$ cat config.mk
export PLATFORM = sky130hd
export DESIGN_NAME = flash_cmd_decoder
export DESIGN_NICKNAME = d
export VERILOG_FILES = /design/src/rtl/fcd_pkg.sv /design/src/rtl/fcd_strobe_edge.sv /design/src/rtl/fcd_seq.sv /design/src/rtl/fcd_mode.sv /design/src/rtl/flash_cmd_decoder.sv
export SDC_FILE = /design/constraint.sdc
export NUM_CORES = 1
export LEC_CHECK = 0
export ABC_AREA = 1
export BUFFER_PORTS_ARGS = -buffer_cell sky130_fd_sc_hd__buf_2
export CELL_PAD_IN_SITES_DETAIL_PLACEMENT = 1
export CELL_PAD_IN_SITES_GLOBAL_PLACEMENT = 1
export CORE_MARGIN = 8
export CORE_UTILIZATION = 44
export CTS_BUF_LIST = sky130_fd_sc_hd__clkbuf_8
export CTS_CLUSTER_DIAMETER = 150
export DETAILED_ROUTE_END_ITERATION = 8
export GPL_ROUTABILITY_DRIVEN = 0
export PLACE_DENSITY = 0.95
export SLEW_MARGIN = 20
export SYNTH_ARGS = -nofsm -noshare
export SYNTH_HDL_FRONTEND = slang
export SYNTH_SLANG_ARGS = --single-unit
$ cat constraint.sdc
create_clock -name clk -period 4.5 [get_ports clk]
set_input_delay 0.45 -clock clk [delete_from_list [all_inputs] [get_ports clk]]
set_output_delay 0.45 -clock clk [all_outputs]
set_load 0.02 [all_outputs]
$ cat src/rtl/fcd_pkg.sv
package fcd_pkg;

  // Low address bits compared during unlock cycles; higher bits are ignored.
  localparam int MATCH_W = 11;
  localparam logic [MATCH_W-1:0] ADR_KEY_A = 11'h555;
  localparam logic [MATCH_W-1:0] ADR_KEY_B = 11'h2AA;

  localparam logic [7:0] BYTE_KEY_A   = 8'hAA;
  localparam logic [7:0] BYTE_KEY_B   = 8'h55;
  localparam logic [7:0] BYTE_WRITE   = 8'hA0;
  localparam logic [7:0] BYTE_ARM     = 8'h80;
  localparam logic [7:0] BYTE_ID_IN   = 8'h90;
  localparam logic [7:0] BYTE_ID_OUT  = 8'hF0;
  localparam logic [7:0] BYTE_WHOLE   = 8'h10;
  localparam logic [7:0] BYTE_REGION  = 8'h30;
  localparam logic [7:0] BYTE_FREEZE  = 8'h60;
  localparam logic [7:0] BYTE_PAUSE   = 8'hB0;

  typedef enum logic [2:0] {
    OP_NONE         = 3'd0,
    OP_PROGRAM      = 3'd1,
    OP_CHIP_ERASE   = 3'd2,
    OP_SECTOR_ERASE = 3'd3,
    OP_SECTOR_LOCK  = 3'd4,
    OP_SUSPEND      = 3'd5,
    OP_RESUME       = 3'd6
  } cmd_op_e;

  typedef enum logic [1:0] {
    MODE_READ      = 2'd0,
    MODE_IDENT     = 2'd1,
    MODE_SINGLE    = 2'd2,
    MODE_SUSPENDED = 2'd3
  } mode_e;

  typedef enum logic [2:0] {
    SQ_IDLE   = 3'd0,
    SQ_KEY1   = 3'd1,
    SQ_KEY2   = 3'd2,
    SQ_WORD   = 3'd3,
    SQ_ARMED  = 3'd4,
    SQ_KEY3   = 3'd5,
    SQ_KEY4   = 3'd6
  } seq_e;

  function automatic logic at_key_a(input logic [MATCH_W-1:0] a);
    return a == ADR_KEY_A;
  endfunction

  function automatic logic at_key_b(input logic [MATCH_W-1:0] a);
    return a == ADR_KEY_B;
  endfunction

  function automatic logic is_erase_op(input cmd_op_e op);
    return (op == OP_CHIP_ERASE) || (op == OP_SECTOR_ERASE);
  endfunction

endpackage

$ cat src/rtl/fcd_strobe_edge.sv
module fcd_strobe_edge #(
  parameter int ADDR_W = 12,
  parameter int BANK_W = 2
) (
  input  logic              clk,
  input  logic              rst_n,
  input  logic              wr_n,
  input  logic [ADDR_W-1:0] addr,
  input  logic [BANK_W-1:0] bank,
  output logic              wr_fall,
  output logic              wr_rise,
  output logic [ADDR_W-1:0] addr_lat,
  output logic [BANK_W-1:0] bank_lat
);

  logic wr_q;

  always_ff @(posedge clk or negedge rst_n) begin
    if (!rst_n) begin
      wr_q <= 1'b1;
    end else begin
      wr_q <= wr_n;
    end
  end

  assign wr_fall = wr_q & ~wr_n;
  assign wr_rise = ~wr_q & wr_n;

  // Address and bank are held from the falling strobe edge.
  always_ff @(posedge clk or negedge rst_n) begin
    if (!rst_n) begin
      addr_lat <= '0;
      bank_lat <= '0;
    end else if (wr_fall) begin
      addr_lat <= addr;
      bank_lat <= bank;
    end
  end

  // two rising edges are always separated by at least one low sample.
  p_rise_spacing_r12: assert property (@(posedge clk) disable iff (!rst_n)
    wr_rise |=> !wr_rise);

endmodule

$ cat src/rtl/fcd_seq.sv
module fcd_seq
  import fcd_pkg::*;
#(
  parameter int ADDR_W = 12,
  parameter int BANK_W = 2,
  parameter int DATA_W = 8
) (
  input  logic              clk,
  input  logic              rst_n,
  input  logic              wr_rise,
  input  logic              prog_busy,
  input  logic [ADDR_W-1:0] addr_lat,
  input  logic [BANK_W-1:0] bank_lat,
  input  logic [DATA_W-1:0] data,
  input  mode_e             mode_cur,
  output logic              mode_set,
  output mode_e             mode_val,
  output seq_e              seq_state,
  output logic              cmd_valid,
  output cmd_op_e           cmd_op,
  output logic [ADDR_W-1:0] cmd_addr,
  output logic [BANK_W-1:0] cmd_bank,
  output logic [DATA_W-1:0] cmd_data
);

  localparam int CODE_W = 8;

  logic               accept;
  logic [MATCH_W-1:0] key_bits;
  logic [CODE_W-1:0]  code;
  logic               first_ok;
  logic               second_ok;
  seq_e               state_nxt;
  logic               issue;
  cmd_op_e            issue_op;

  assign accept    = wr_rise & ~prog_busy;
  assign key_bits  = addr_lat[MATCH_W-1:0];
  assign code      = data[CODE_W-1:0];
  assign first_ok  = at_key_a(key_bits);
  assign second_ok = at_key_b(key_bits);

  always_comb begin
    state_nxt = seq_state;
    issue     = 1'b0;
    issue_op  = OP_NONE;
    mode_set  = 1'b0;
    mode_val  = mode_cur;
    if (accept) begin
      if (mode_cur == MODE_SINGLE) begin
        issue     = 1'b1;
        issue_op  = OP_PROGRAM;
        state_nxt = SQ_IDLE;
      end else begin
        state_nxt = SQ_IDLE;
        unique case (seq_state)
          SQ_IDLE: begin
            if (first_ok && code == BYTE_KEY_A) begin
              state_nxt = SQ_KEY1;
            end else if (code == BYTE_ID_OUT && mode_cur == MODE_IDENT) begin
              mode_set = 1'b1;
              mode_val = MODE_READ;
            end else if (code == BYTE_PAUSE && mode_cur == MODE_READ) begin
              issue    = 1'b1;
              issue_op = OP_SUSPEND;
              mode_set = 1'b1;
              mode_val = MODE_SUSPENDED;
            end else if (code == BYTE_REGION && mode_cur == MODE_SUSPENDED) begin
              issue    = 1'b1;
              issue_op = OP_RESUME;
              mode_set = 1'b1;
              mode_val = MODE_READ;
            end
          end
          SQ_KEY1: begin
            if (second_ok && code == BYTE_KEY_B) state_nxt = SQ_KEY2;
          end
          SQ_KEY2: begin
            if (first_ok) begin
              case (code)
                BYTE_WRITE: state_nxt = SQ_WORD;
                BYTE_ARM:   state_nxt = SQ_ARMED;
                BYTE_ID_IN: begin
                  if (mode_cur == MODE_READ) begin
                    mode_set = 1'b1;
                    mode_val = MODE_IDENT;
                  end
                end
                BYTE_ID_OUT: begin
                  if (mode_cur == MODE_IDENT) begin
                    mode_set = 1'b1;
                    mode_val = MODE_READ;
                  end
                end
                default: state_nxt = SQ_IDLE;
              endcase
            end
          end
          SQ_WORD: begin
            issue    = 1'b1;
            issue_op = OP_PROGRAM;
          end
          SQ_ARMED: begin
            if (first_ok && code == BYTE_KEY_A) state_nxt = SQ_KEY3;
          end
          SQ_KEY3: begin
            if (second_ok && code == BYTE_KEY_B) state_nxt = SQ_KEY4;
          end
          SQ_KEY4: begin
            case (code)
              BYTE_WHOLE: begin
                if (first_ok && mode_cur != MODE_SUSPENDED) begin
                  issue    = 1'b1;
                  issue_op = OP_CHIP_ERASE;
                end
              end
              BYTE_REGION: begin
                if (mode_cur != MODE_SUSPENDED) begin
                  issue    = 1'b1;
                  issue_op = OP_SECTOR_ERASE;
                end
              end
              BYTE_FREEZE: begin
                issue    = 1'b1;
                issue_op = OP_SECTOR_LOCK;
              end
              BYTE_WRITE: begin
                if (first_ok && mode_cur != MODE_SUSPENDED) begin
                  mode_set = 1'b1;
                  mode_val = MODE_SINGLE;
                end
              end
              default: state_nxt = SQ_IDLE;
            endcase
          end
          default: state_nxt = SQ_IDLE;
        endcase
      end
    end
  end

  always_ff @(posedge clk or negedge rst_n) begin
    if (!rst_n) begin
      seq_state <= SQ_IDLE;
    end else begin
      seq_state <= state_nxt;
    end
  end

  always_ff @(posedge clk or negedge rst_n) begin
    if (!rst_n) begin
      cmd_valid <= 1'b0;
      cmd_op    <= OP_NONE;
      cmd_addr  <= '0;
      cmd_bank  <= '0;
      cmd_data  <= '0;
    end else begin
      cmd_valid <= issue;
      cmd_op    <= issue ? issue_op : OP_NONE;
      if (issue) begin
        cmd_addr <= addr_lat;
        cmd_bank <= bank_lat;
        cmd_data <= data;
      end
    end
  end

  // a masked write neither issues nor advances the tracker.
  p_busy_masks_write_r10: assert property (@(posedge clk) disable iff (!rst_n)
    (wr_rise && prog_busy) |=> (!cmd_valid && $stable(seq_state)));

  // a request is a single-cycle pulse.
  p_single_pulse_r12: assert property (@(posedge clk) disable iff (!rst_n)
    cmd_valid |=> !cmd_valid);

  // without an accepted write the tracker holds its position.
  p_hold_without_write_r11: assert property (@(posedge clk) disable iff (!rst_n)
    !wr_rise |=> $stable(seq_state));

endmodule

$ cat src/rtl/fcd_mode.sv
module fcd_mode
  import fcd_pkg::*;
(
  input  logic  clk,
  input  logic  rst_n,
  input  logic  mode_set,
  input  mode_e mode_val,
  output mode_e mode_cur
);

  // Single-pulse mode is sticky: no request can move the mode out of it.
  always_ff @(posedge clk or negedge rst_n) begin
    if (!rst_n) begin
      mode_cur <= MODE_READ;
    end else if (mode_set && mode_cur != MODE_SINGLE) begin
      mode_cur <= mode_val;
    end
  end

  // only reset leaves single-pulse mode.
  p_single_sticky_r6: assert property (@(posedge clk) disable iff (!rst_n)
    (mode_cur == MODE_SINGLE) |=> (mode_cur == MODE_SINGLE));

endmodule

$ cat src/rtl/flash_cmd_decoder.sv
module flash_cmd_decoder
  import fcd_pkg::*;
#(
  parameter int ADDR_W = 12,
  parameter int BANK_W = 2,
  parameter int DATA_W = 8
) (
  input  logic              clk,
  input  logic              rst_n,
  input  logic              wr_n,
  input  logic [ADDR_W-1:0] addr,
  input  logic [BANK_W-1:0] bank,
  input  logic [DATA_W-1:0] data,
  input  logic              prog_busy,
  output logic              cmd_valid,
  output logic [2:0]        cmd_op,
  output logic [ADDR_W-1:0] cmd_addr,
  output logic [BANK_W-1:0] cmd_bank,
  output logic [DATA_W-1:0] cmd_data,
  output logic [1:0]        mode
);

  logic              wr_fall;
  logic              wr_rise;
  logic [ADDR_W-1:0] addr_lat;
  logic [BANK_W-1:0] bank_lat;
  logic              mode_set;
  mode_e             mode_val;
  mode_e             mode_cur;
  seq_e              seq_state;
  cmd_op_e           op_int;

  fcd_strobe_edge #(.ADDR_W(ADDR_W), .BANK_W(BANK_W)) u_edge (
    .clk      (clk),
    .rst_n    (rst_n),
    .wr_n     (wr_n),
    .addr     (addr),
    .bank     (bank),
    .wr_fall  (wr_fall),
    .wr_rise  (wr_rise),
    .addr_lat (addr_lat),
    .bank_lat (bank_lat)
  );

  fcd_seq #(.ADDR_W(ADDR_W), .BANK_W(BANK_W), .DATA_W(DATA_W)) u_seq (
    .clk       (clk),
    .rst_n     (rst_n),
    .wr_rise   (wr_rise),
    .prog_busy (prog_busy),
    .addr_lat  (addr_lat),
    .bank_lat  (bank_lat),
    .data      (data),
    .mode_cur  (mode_cur),
    .mode_set  (mode_set),
    .mode_val  (mode_val),
    .seq_state (seq_state),
    .cmd_valid (cmd_valid),
    .cmd_op    (op_int),
    .cmd_addr  (cmd_addr),
    .cmd_bank  (cmd_bank),
    .cmd_data  (cmd_data)
  );

  fcd_mode u_mode (
    .clk      (clk),
    .rst_n    (rst_n),
    .mode_set (mode_set),
    .mode_val (mode_val),
    .mode_cur (mode_cur)
  );

  assign cmd_op = op_int;
  assign mode   = mode_cur;

  // no erase request leaves the block while an erase is suspended.
  p_no_erase_when_suspended_r9: assert property (@(posedge clk) disable iff (!rst_n)
    (cmd_valid && is_erase_op(op_int)) |-> (mode_cur != MODE_SUSPENDED));

  // in single-pulse mode every request is a program.
  p_single_only_program_r6: assert property (@(posedge clk) disable iff (!rst_n)
    (cmd_valid && mode_cur == MODE_SINGLE) |-> (op_int == OP_PROGRAM));

  // a resume request coincides with the return to read mode.
  p_resume_to_read_r8: assert property (@(posedge clk) disable iff (!rst_n)
    (cmd_valid && op_int == OP_RESUME) |-> (mode_cur == MODE_READ));

  // the tracker sits idle whenever a request has just been issued from it.
  p_idle_after_request_r1: assert property (@(posedge clk) disable iff (!rst_n)
    cmd_valid |-> (seq_state == SQ_IDLE));

endmodule

Yosys cells after proc, flatten, opt, wreduce, memory -nomap -nowiden
Cells that the tools add are included.

Equal/unequal tests: 31. Mux-type cells: 50. Bitwise gates (word level): 7. Reductions and logical operators: 11.

Operator list (number): $eq 8x8->1 const B (6); $mux 3 (11); $mux 2 (12); $pmux 3 s3 (2); $mux 1 (17); $eq 8x7->1 const B (2); $pmux 3 s5 (1); $reduce_and 12->1 (1); $eq 11x10->1 const B (1); $eq 11x11->1 const B (1); $eq 3x3->1 const B (3); $pmux 1 s3 (3); $eq 8x5->1 const B (1); $eq 8x6->1 const B (1); $logic_and 1x1->1 (7); $eq 3x2->1 const B (2); $ne 2x1->1 const B (3); $ne 2x2->1 const B (3); $ne 3x2->1 const B (2); $pmux 2 s3 (1); $pmux 3 s2 (1); $eq 2x2->1 const B (2); $ne 4x1->1 const B (1); $not 1->1 (4); other kinds (9) (11).

Register bits after elaboration: 46. Input port bits: 26. Output and inout port bits: 28. Logic and storage cells: 109.

Longest topological paths before layout
Gate-level depths: netlist (run 1).

Depth after elaboration: 11. Depth in mapped cells: 13. Gate-level depth less buffers: 12.

By module
From an unflattened synthesis (run 1), not the netlist that was laid out.

Cells, all modules: 335. Area, all modules: 2632.5 sq um.

By module, submodules not included: fcd_seq (times used 1, cells each 259, area each 1851.8 sq um, sequential area each 725.7 sq um); fcd_strobe_edge (times used 1, cells each 65, area each 689.4 sq um, sequential area each 376.6 sq um); fcd_mode (times used 1, cells each 11, area each 91.3 sq um, sequential area each 50.0 sq um).

Least setup slack after synthesis (run 1)
OpenSTA, ideal clock, no wires.

Path type: input to register. Start point: in data[4]. End point: reg u_seq.cmd_bank[1]. Library setup time: 0.117 ns. Arrival: 1.481 ns. Required time: 4.383 ns. Setup slack: 2.903 ns. Stages: 11. Buffers on the path: 2. Path through: buf_2 > nand3_1 > nor2_4 > nand2_1 > nand2_2 > nand2_2 > nand4_4 > nand2_4 > buf_6 > nand2_2 > nand2_1.

Cells in the longest elaborated chain, start to end: 9. Elaborated cells on any way between the ends: 18. Those cells by class: eq/ne: 6; mux: 8; reduce/logical: 4.

Ends and longest elaborated chain: start, declared (line flash_cmd_decoder.sv:13) `input logic [DATA_W-1:0] data,`; $eq 8x6->1 (line fcd_seq.sv:68, fcd_seq.sv:110); $logic_and 1x1->1 (line fcd_seq.sv:68) `end else if (code == BYTE_REGION && mode_cur == MODE_SUSPENDED) begin`; $mux 1 (line fcd_seq.sv:68); $mux 1 (line fcd_seq.sv:63) `end else if (code == BYTE_PAUSE && mode_cur == MODE_READ) begin`; $mux 1 (line fcd_seq.sv:60) `end else if (code == BYTE_ID_OUT && mode_cur == MODE_IDENT) begin`; $mux 1 (line fcd_seq.sv:58) `if (first_ok && code == BYTE_KEY_A) begin`; $pmux 1 s3 * (line fcd_seq.sv:56) `unique case (seq_state)`; $mux 1 * (line fcd_seq.sv:50) `if (mode_cur == MODE_SINGLE) begin`; $mux 1 * (line fcd_seq.sv:49) `if (accept) begin`; end signal, assigned (line fcd_seq.sv:162) `cmd_bank <= bank_lat;`; end, declared (line fcd_seq.sv:22) `output logic [BANK_W-1:0] cmd_bank,`.

Every way passes the cells marked *; elsewhere a longest branch is shown, timed or not. A chain may end at the register's enable or synchronous reset.

Worst setup path in the final report (run 1)
Start point: reg u_edge.addr_lat[5]. End point: reg u_seq.cmd_addr[3].

Cells in the longest elaborated chain, start to end: 7. Elaborated cells on any way between the ends: 9. Those cells by class: eq/ne: 1; mux: 6; reduce/logical: 2.

Ends and longest elaborated chain: start, declared (line fcd_strobe_edge.sv:12) `output logic [ADDR_W-1:0] addr_lat,`; start signal, assigned (line fcd_strobe_edge.sv:35) `addr_lat <= addr;`; $eq 11x11->1 * (line fcd_pkg.sv:47) `return a == ADR_KEY_A;`; $logic_and 1x1->1 (line fcd_seq.sv:112) `if (first_ok && mode_cur != MODE_SUSPENDED) begin`; $mux 1 (line fcd_seq.sv:112); $pmux 1 s3 (line fcd_seq.sv:110) `case (code)`; $pmux 1 s3 * (line fcd_seq.sv:56); $mux 1 * (line fcd_seq.sv:50); $mux 1 * (line fcd_seq.sv:49); end signal, assigned (line fcd_seq.sv:161) `cmd_addr <= addr_lat;`; end, declared (line fcd_seq.sv:21) `output logic [ADDR_W-1:0] cmd_addr,`.

Marks and branches as above.

==> flow_summary.toml, run 1 <==
[synthesis]
synth.distinct_cells = 29
ys_seq_area_frac = 0.490
synthArstFlopShare = 1.00
muxShareOfSynthArea = 0.0383
synthesis.area_um2 = 2350
synth_edf_count = 0
synth_compound_area_frac = 0.0479
synth-xor-area-share = 0
synth-simple-area-share = 0.359
yosys_warnings = 0
synth.ff_latch_count = 46
netlist_instances = 283
netlist_top_cells_area = "dfrtp_1 (48%), nand2_1 (12%), nand3_1 (7.2%)"
synthAdderAreaFrac = 0
synth_top_area_frac = 0.479
synth_area_leader_cell = "dfrtp_1"
yosysMostFrequentCell = "nand2_1"
synth.avg_cell_area_um2 = 8.30
syn_nets = 309
synth_top_cells_by_count = "nand2_1 (74), dfrtp_1 (45), nand3_1 (34)"
synth_top_family_by_area = "simple AND/OR/NAND/NOR gates"
yosys_most_used_dff = "dfrtp_1"

[worst_hold_path]
worst_hold_path_type = "in -> async"

[setup_path]
cp.required_ps = 4700
rr_startpoint = "u_edge.addr_lat[5]$_DFFE_PN0P_"
r2r_setup_slack_ps = 2360
criticalPathCategory = "reg -> reg"
critPathMaxFanout = 24
reg2reg_to = "u_seq.cmd_addr[3]$_DFFE_PN0P_"
arrival_ps = 2340
critical_path.endpoint_type = "flip-flop"
startpoint = "u_edge.addr_lat[5]$_DFFE_PN0P_"
reg2reg_depth = 12
startpoint_type = "flip-flop"

[grt]
grt_max_degree = 47
grt-ovfl-total = 0
grt_usage = 0.185
grt_pass1_wl_um = 11400
grt_pass1_vias = 2330
antenna_found_initial = 0

[place]
dpl.hpwl_um = 5110
post-place-ws_ps = 2350
buffer_ports.inserted = 53

[cts]
cts_buffers = 5
h-tree-depth = 2
clock_sinks = 46
cts-resized-gates = 0
clkTransAtPathRegs_ps = 90
cts_tree = "built"
root_buffer = "clkbuf_8"
cts_setup_buffers = 0
clk_latency_ps = 310
cts_hold_buf = 0
cts_max_path_buffers = 2

[final_layout]
diodes = 0
drive_gt1_frac = 0.281
area_delta_synth_final_pct = 16.7
nets = 360

[pwr]
pwr_density_cell_nw_per_um2 = 330
p_leak_nw = 1.48
ir_drop_mv = 0.141

[route]
vias = 2156
wl_um = 6880
drc = 0
dr.pass1.iters = 4
ant_nets = 0
wl_per_cell_um = 17.0
drt-initial-drc-count = 88
vias_per_cell = 5.32

[timing]
hold_ws_ps = 129
period_minus_slack_ps = 2140
timing_hold_violations_final = 0
slew_headroom = 0.512
rsz0062_at_grt = "false"
finalSetupTns_ps = 0
timing.final.ws_setup_ps = 2360
tightest_slew_ps = 731
fmax_mhz = 467
setup_violations = 0
skew_ps = 8.04
slew_viol_final = 0
period_share = 0.476

[floorplan]
dieArea_um2 = 7930
io_pins = 54
dieHeight_um = 89.1
core_um2 = 5140
row_count = 26
die_x_um = 89.1
start_util = 0.457

[status]
status = "complete, no violations"

[flow_run]
cap_violations = 0
[kinds of logic (layout without fill, tap and decap cells)]
kind of cell           Yosys count  in the layout
AO/OA/AOI/OAI                   20             20
AND/OR/NAND/NOR                176            176
flip-flops                      46             46
buffers and inverters           33             85
multiplexers                     8              8
[worst max-delay path: stages, from the launching register on]
cell	delay, ps
dfrtp_1	430
inv_1	90
nand2_1	60
nor2_1	160
nand2_1	140
nor2_4	170
nand3_2	90
nand2_1	100
nand2_2	70
nand4_4	230
nand2_4	260
nand2_1	140
nand2_1	60
[registers in the layout, summed over array words and instances (netlist names)]
register / flops
u_edge.addr_lat: 12
u_seq.cmd_addr: 12
u_seq.cmd_data: 8
u_seq.cmd_op: 3
u_seq.seq_state: 3
u_edge.bank_lat: 2
u_mode.mode_cur: 2
u_seq.cmd_bank: 2
u_edge.wr_q: 1
u_seq.cmd_valid: 1
[power by group]
| group | internal, mW | total, mW | leakage (nW) | switching, mW |
|---|---|---|---|---|
| Combinational | 0.0542 | 0.152 | 0.851 | 0.0983 |
| Clock | 0.109 | 0.260 | 0.0441 | 0.151 |
| Sequential | 0.456 | 0.491 | 0.589 | 0.0357 |
| Total | 0.619 | 0.904 | 1.48 | 0.285 |
[stage by stage]
stage	utilization	power (mW)	cells	instance area, um^2
3_5_place_dp	0.516	0.652	397	2650
2_1_floorplan	-	0.577	283	2350
5_1_grt	0.534	0.948	405	2740
4_1_cts	0.533	0.912	405	2740
3_3_place_gp	0.516	0.641	397	2650
6_report	0.534	0.904	405	2740
[worst max-delay path by stage]
stage	to	depth (start not counted)
finish	u_seq.cmd_addr[3]$_DFFE_PN0P_	12
global route	u_seq.cmd_data[6]$_DFFE_PN0P_	12
CTS	u_seq.cmd_addr[5]$_DFFE_PN0P_	12
detailed placement	u_seq.cmd_addr[2]$_DFFE_PN0P_	11
global placement	u_seq.cmd_addr[8]$_DFFE_PN0P_	11
floorplan	u_seq.cmd_bank[1]$_DFFE_PN0P_	11
[placed cells by master (no fill, tap or decap), drive strengths merged]
cell      Yosys  layout
o21ba         1       1
and3b         1       1
nand2        87      87
nor2         36      36
dfrtp        45      45
a22oi         1       1
nor4          2       2
dfstp         1       1
and3          1       1
a21oi         9       9
o21ai         7       7
nand3        35      35
nand4        10      10
nor3          3       3
inv          23      23
clkbuf        2       5
clkinvlp      0       1
clkinv        0       2
o211ai        2       2
and2          1       1
buf           8      54
mux2          8       8
[layer usage]
layer | GRT usage | up-vias | routed length (um) | part of all wire
met5 | 0 | - | 0 | 0
met4 | 0.0695 | 0 | 148 | 0.022
met3 | 0.0358 | 16 | 365 | 0.053
met2 | 0.337 | 63 | 3570 | 0.52
met1 | 0.207 | 1051 | 2800 | 0.41
li1 | - | 1026 | - | -
[final cells by class]
| type | count | area (um^2) |
|---|---|---|
| Clock inverter | 3 | 21.3 |
| Tap cell | 70 | 87.6 |
| Inverter | 23 | 86.3 |
| Sequential cell | 46 | 1150 |
| Timing Repair Buffer | 54 | 275 |
| Fill cell | 671 | 2400 |
| Clock buffer | 5 | 68.8 |
| Multi-Input combinational cell | 204 | 1050 |
Power figures use the tool's default switching activity.
==> run 2, diff against run 1 <==
- ABC_AREA: 1 -> 0
- CORE_UTILIZATION: 44 -> 43
- PLACE_DENSITY: 0.95 -> 0.9
- clock period: 4.5 -> 2.2 ns (I/O delays scaled with it)
==> run 2 against run 1 <==
Against the previous run:
- sequential power is 120% higher
- highest routed layer unchanged
- global-route usage decreased by 2.5 points
- synthesized area decreased by 5.3%
- maximum frequency rose by 1.0%
- cell count down 22%
- sequential share of layout area rose by 0.13 points
- critical path type unchanged
- clock skew decreased by 1.9 ps
==> flow_summary.toml, run 2 <==
[status]
status = "complete, no violations"

[setup_path]
slowest_stage = "or4b_1"
crit_chain = "or4b_1 > or4_4 > o21ai_2 > nand4_1 > mux2_4"
cpPeakStageDelay_ps = 520
criticalPathCategory = "reg -> reg"
arrival_ps = 2320
reg2reg_depth = 5
r2r_setup_slack_ps = 80
critPathMaxFanout = 2
cp.required_ps = 2400
startpoint_type = "flip-flop"
critical_path.endpoint_type = "flip-flop"

[pwr]
p_comb_frac = 0.264
ir_drop_mv = 0.493
power.share.clock = 0.234
p_leak_nw = 1.24
swShare = 0.330
power.internal_mw = 1.47
pwr-share-seq = 0.502
power.switching_uw = 723
pwr_density_cell_nw_per_um2 = 803

[final_layout]
final_cell_mix = "buf_2 (53), dfrtp_1 (45), mux2_2 (21)"
multi_input_area_um2 = 1030
area_delta_synth_final_pct = 22.9
drive_gt1_frac = 0.434
nets = 270
seq_area_um2 = 1150
num-fill-cells = 561
reg_top3 = "u_edge.addr_lat (12), u_seq.cmd_addr (12), u_seq.cmd_data (8)"
diodes = 0
final_common_cell = "buf_2"

[synthesis]
synth.ff_latch_count = 46
yosysMostFrequentCell = "dfrtp_1"
synth_edf_count = 0
netlist_top_cells_area = "dfrtp_1 (51%), mux2_2 (11%), mux2_1 (8.1%)"
synthArstFlopShare = 1.00
ys_seq_area_frac = 0.518
synth_compound_area_frac = 0.0759
synthAdderAreaFrac = 0
yosys_most_used_dff = "dfrtp_1"
synth.avg_cell_area_um2 = 12.1
synth_top_family_by_area = "multiplexers"
synth_area_leader_cell = "dfrtp_1"
synth_top_area_frac = 0.506
synth-simple-area-share = 0.179
synth_top_cells_by_count = "dfrtp_1 (45), mux2_2 (21), mux2_1 (16)"
synth-xor-area-share = 0.00787
synth.distinct_cells = 49
synthesis.area_um2 = 2220
yosys_warnings = 0
netlist_instances = 184
muxShareOfSynthArea = 0.192
syn_nets = 210

[floorplan]
core_um2 = 5040
io_pins = 54
dieHeight_um = 87.9
row_count = 26
start_util = 0.441
die_x_um = 87.9
dieArea_um2 = 7730

[route]
drt-initial-drc-count = 42
dr.pass1.iters = 4
wl_per_cell_um = 18.4
vias = 1739
drc = 0
vias_per_cell = 5.54
ant_nets = 0
wl_um = 5770

[grt]
grt_usage = 0.160
grt_pass1_wl_um = 9520
antenna_found_initial = 0
grt-ovfl-total = 0
grt_max_degree = 38
grt_pass1_vias = 1921

[cts]
cts_max_path_buffers = 2
cts_hold_buf = 0
cts-resized-gates = 0
clock_sinks = 46
h-tree-depth = 2
cts_tree = "built"
cts_buffers = 5
cts_setup_buffers = 0
clk_latency_ps = 310
root_buffer = "clkbuf_8"
clkTransAtPathRegs_ps = 90

[timing]
fmax_mhz = 472
setup_violations = 0
period_share = 0.963
timing.final.ws_setup_ps = 81.3
rsz0062_at_grt = "false"
period_minus_slack_ps = 2120
finalSetupTns_ps = 0
slew_headroom = 0.441
timing_hold_violations_final = 0
slew_viol_final = 0
skew_ps = 6.11
tightest_slew_ps = 839

[place]
post-place-ws_ps = 16.2
dpl.hpwl_um = 4340
buffer_ports.inserted = 53

[flow_run]
cap_violations = 0

[worst_hold_path]
worst_hold_path_type = "in -> async"
-- run 2: layout make-up --
cell class / instances / share of cell area
Sequential cell: 46 / 0.422
Tap cell: 70 / 0.0320
Inverter: 2 / 0.00275
Clock buffer: 5 / 0.0252
Clock inverter: 2 / 0.00549
Timing Repair Buffer: 66 / 0.137
Multi-Input combinational cell: 123 / 0.376
-- run 2: power by group through the flow --
stage | Clock (mW) | Combinational [mW] | Sequential [mW]
final | 0.513 | 0.580 | 1.10
after global routing | 0.545 | 0.628 | 1.13
after CTS | 0.521 | 0.593 | 1.11
after detailed placement | 0 | 0.590 | 1.12
after global placement | 0 | 0.570 | 1.11
after floorplan | 0 | 0.185 | 1.26
-- run 2: logic make-up after synthesis --
family / Yosys count
mux: 38
compound gates: 25
flops: 46
xor+xnor: 2
simple gates: 58
buf+inv: 15
-- run 2: critical path, delay by kind of cell (launching register included) --
kind               cells  cell delay, ps
DFF                    1             380
and+or+nand+nor        3            1180
AOI/OAI and AO/OA      1             120
muxes                  1             330
-- run 2: metal layers --
layer  global-route usage  vias to the layer above  share of wire
met5                    0                        -              0
met4               0.0547                        0          0.011
met3               0.0544                        6          0.079
li1                     -                      805              -
met1                0.181                      872           0.41
met2                0.272                       56           0.50
-- run 2: final timing paths --
| kind | start | end |
|---|---|---|
| max | u_edge.addr_lat[3]$_DFFE_PN0P_ | u_mode.mode_cur[0]$_DFFE_PN0P_ |
| min | rst_n | u_seq.cmd_op[2]$_DFF_PN0_ |
| max reg2reg | u_edge.addr_lat[3]$_DFFE_PN0P_ | u_mode.mode_cur[0]$_DFFE_PN0P_ |
| min reg2reg | u_edge.bank_lat[1]$_DFFE_PN0P_ | u_seq.cmd_bank[1]$_DFFE_PN0P_ |
| max in group asynchronous | rst_n | u_edge.bank_lat[1]$_DFFE_PN0P_ |
| min in group clk | wr_n | u_edge.wr_q$_DFF_PN1_ |
-- run 2: stage by stage --
| step | utilization | power, mW | cells | hold slack (ps) | cell area, um^2 |
|---|---|---|---|---|---|
| after floorplan | - | 1.44 | 184 | -75.6 | 2220 |
| after detailed placement | 0.523 | 1.71 | 307 | 345 | 2640 |
| after global placement | 0.523 | 1.68 | 307 | 343 | 2640 |
| after CTS | 0.540 | 2.22 | 314 | 16.5 | 2720 |
| after global routing | 0.542 | 2.30 | 314 | 20.0 | 2730 |
| final | 0.542 | 2.19 | 314 | 6.24 | 2730 |
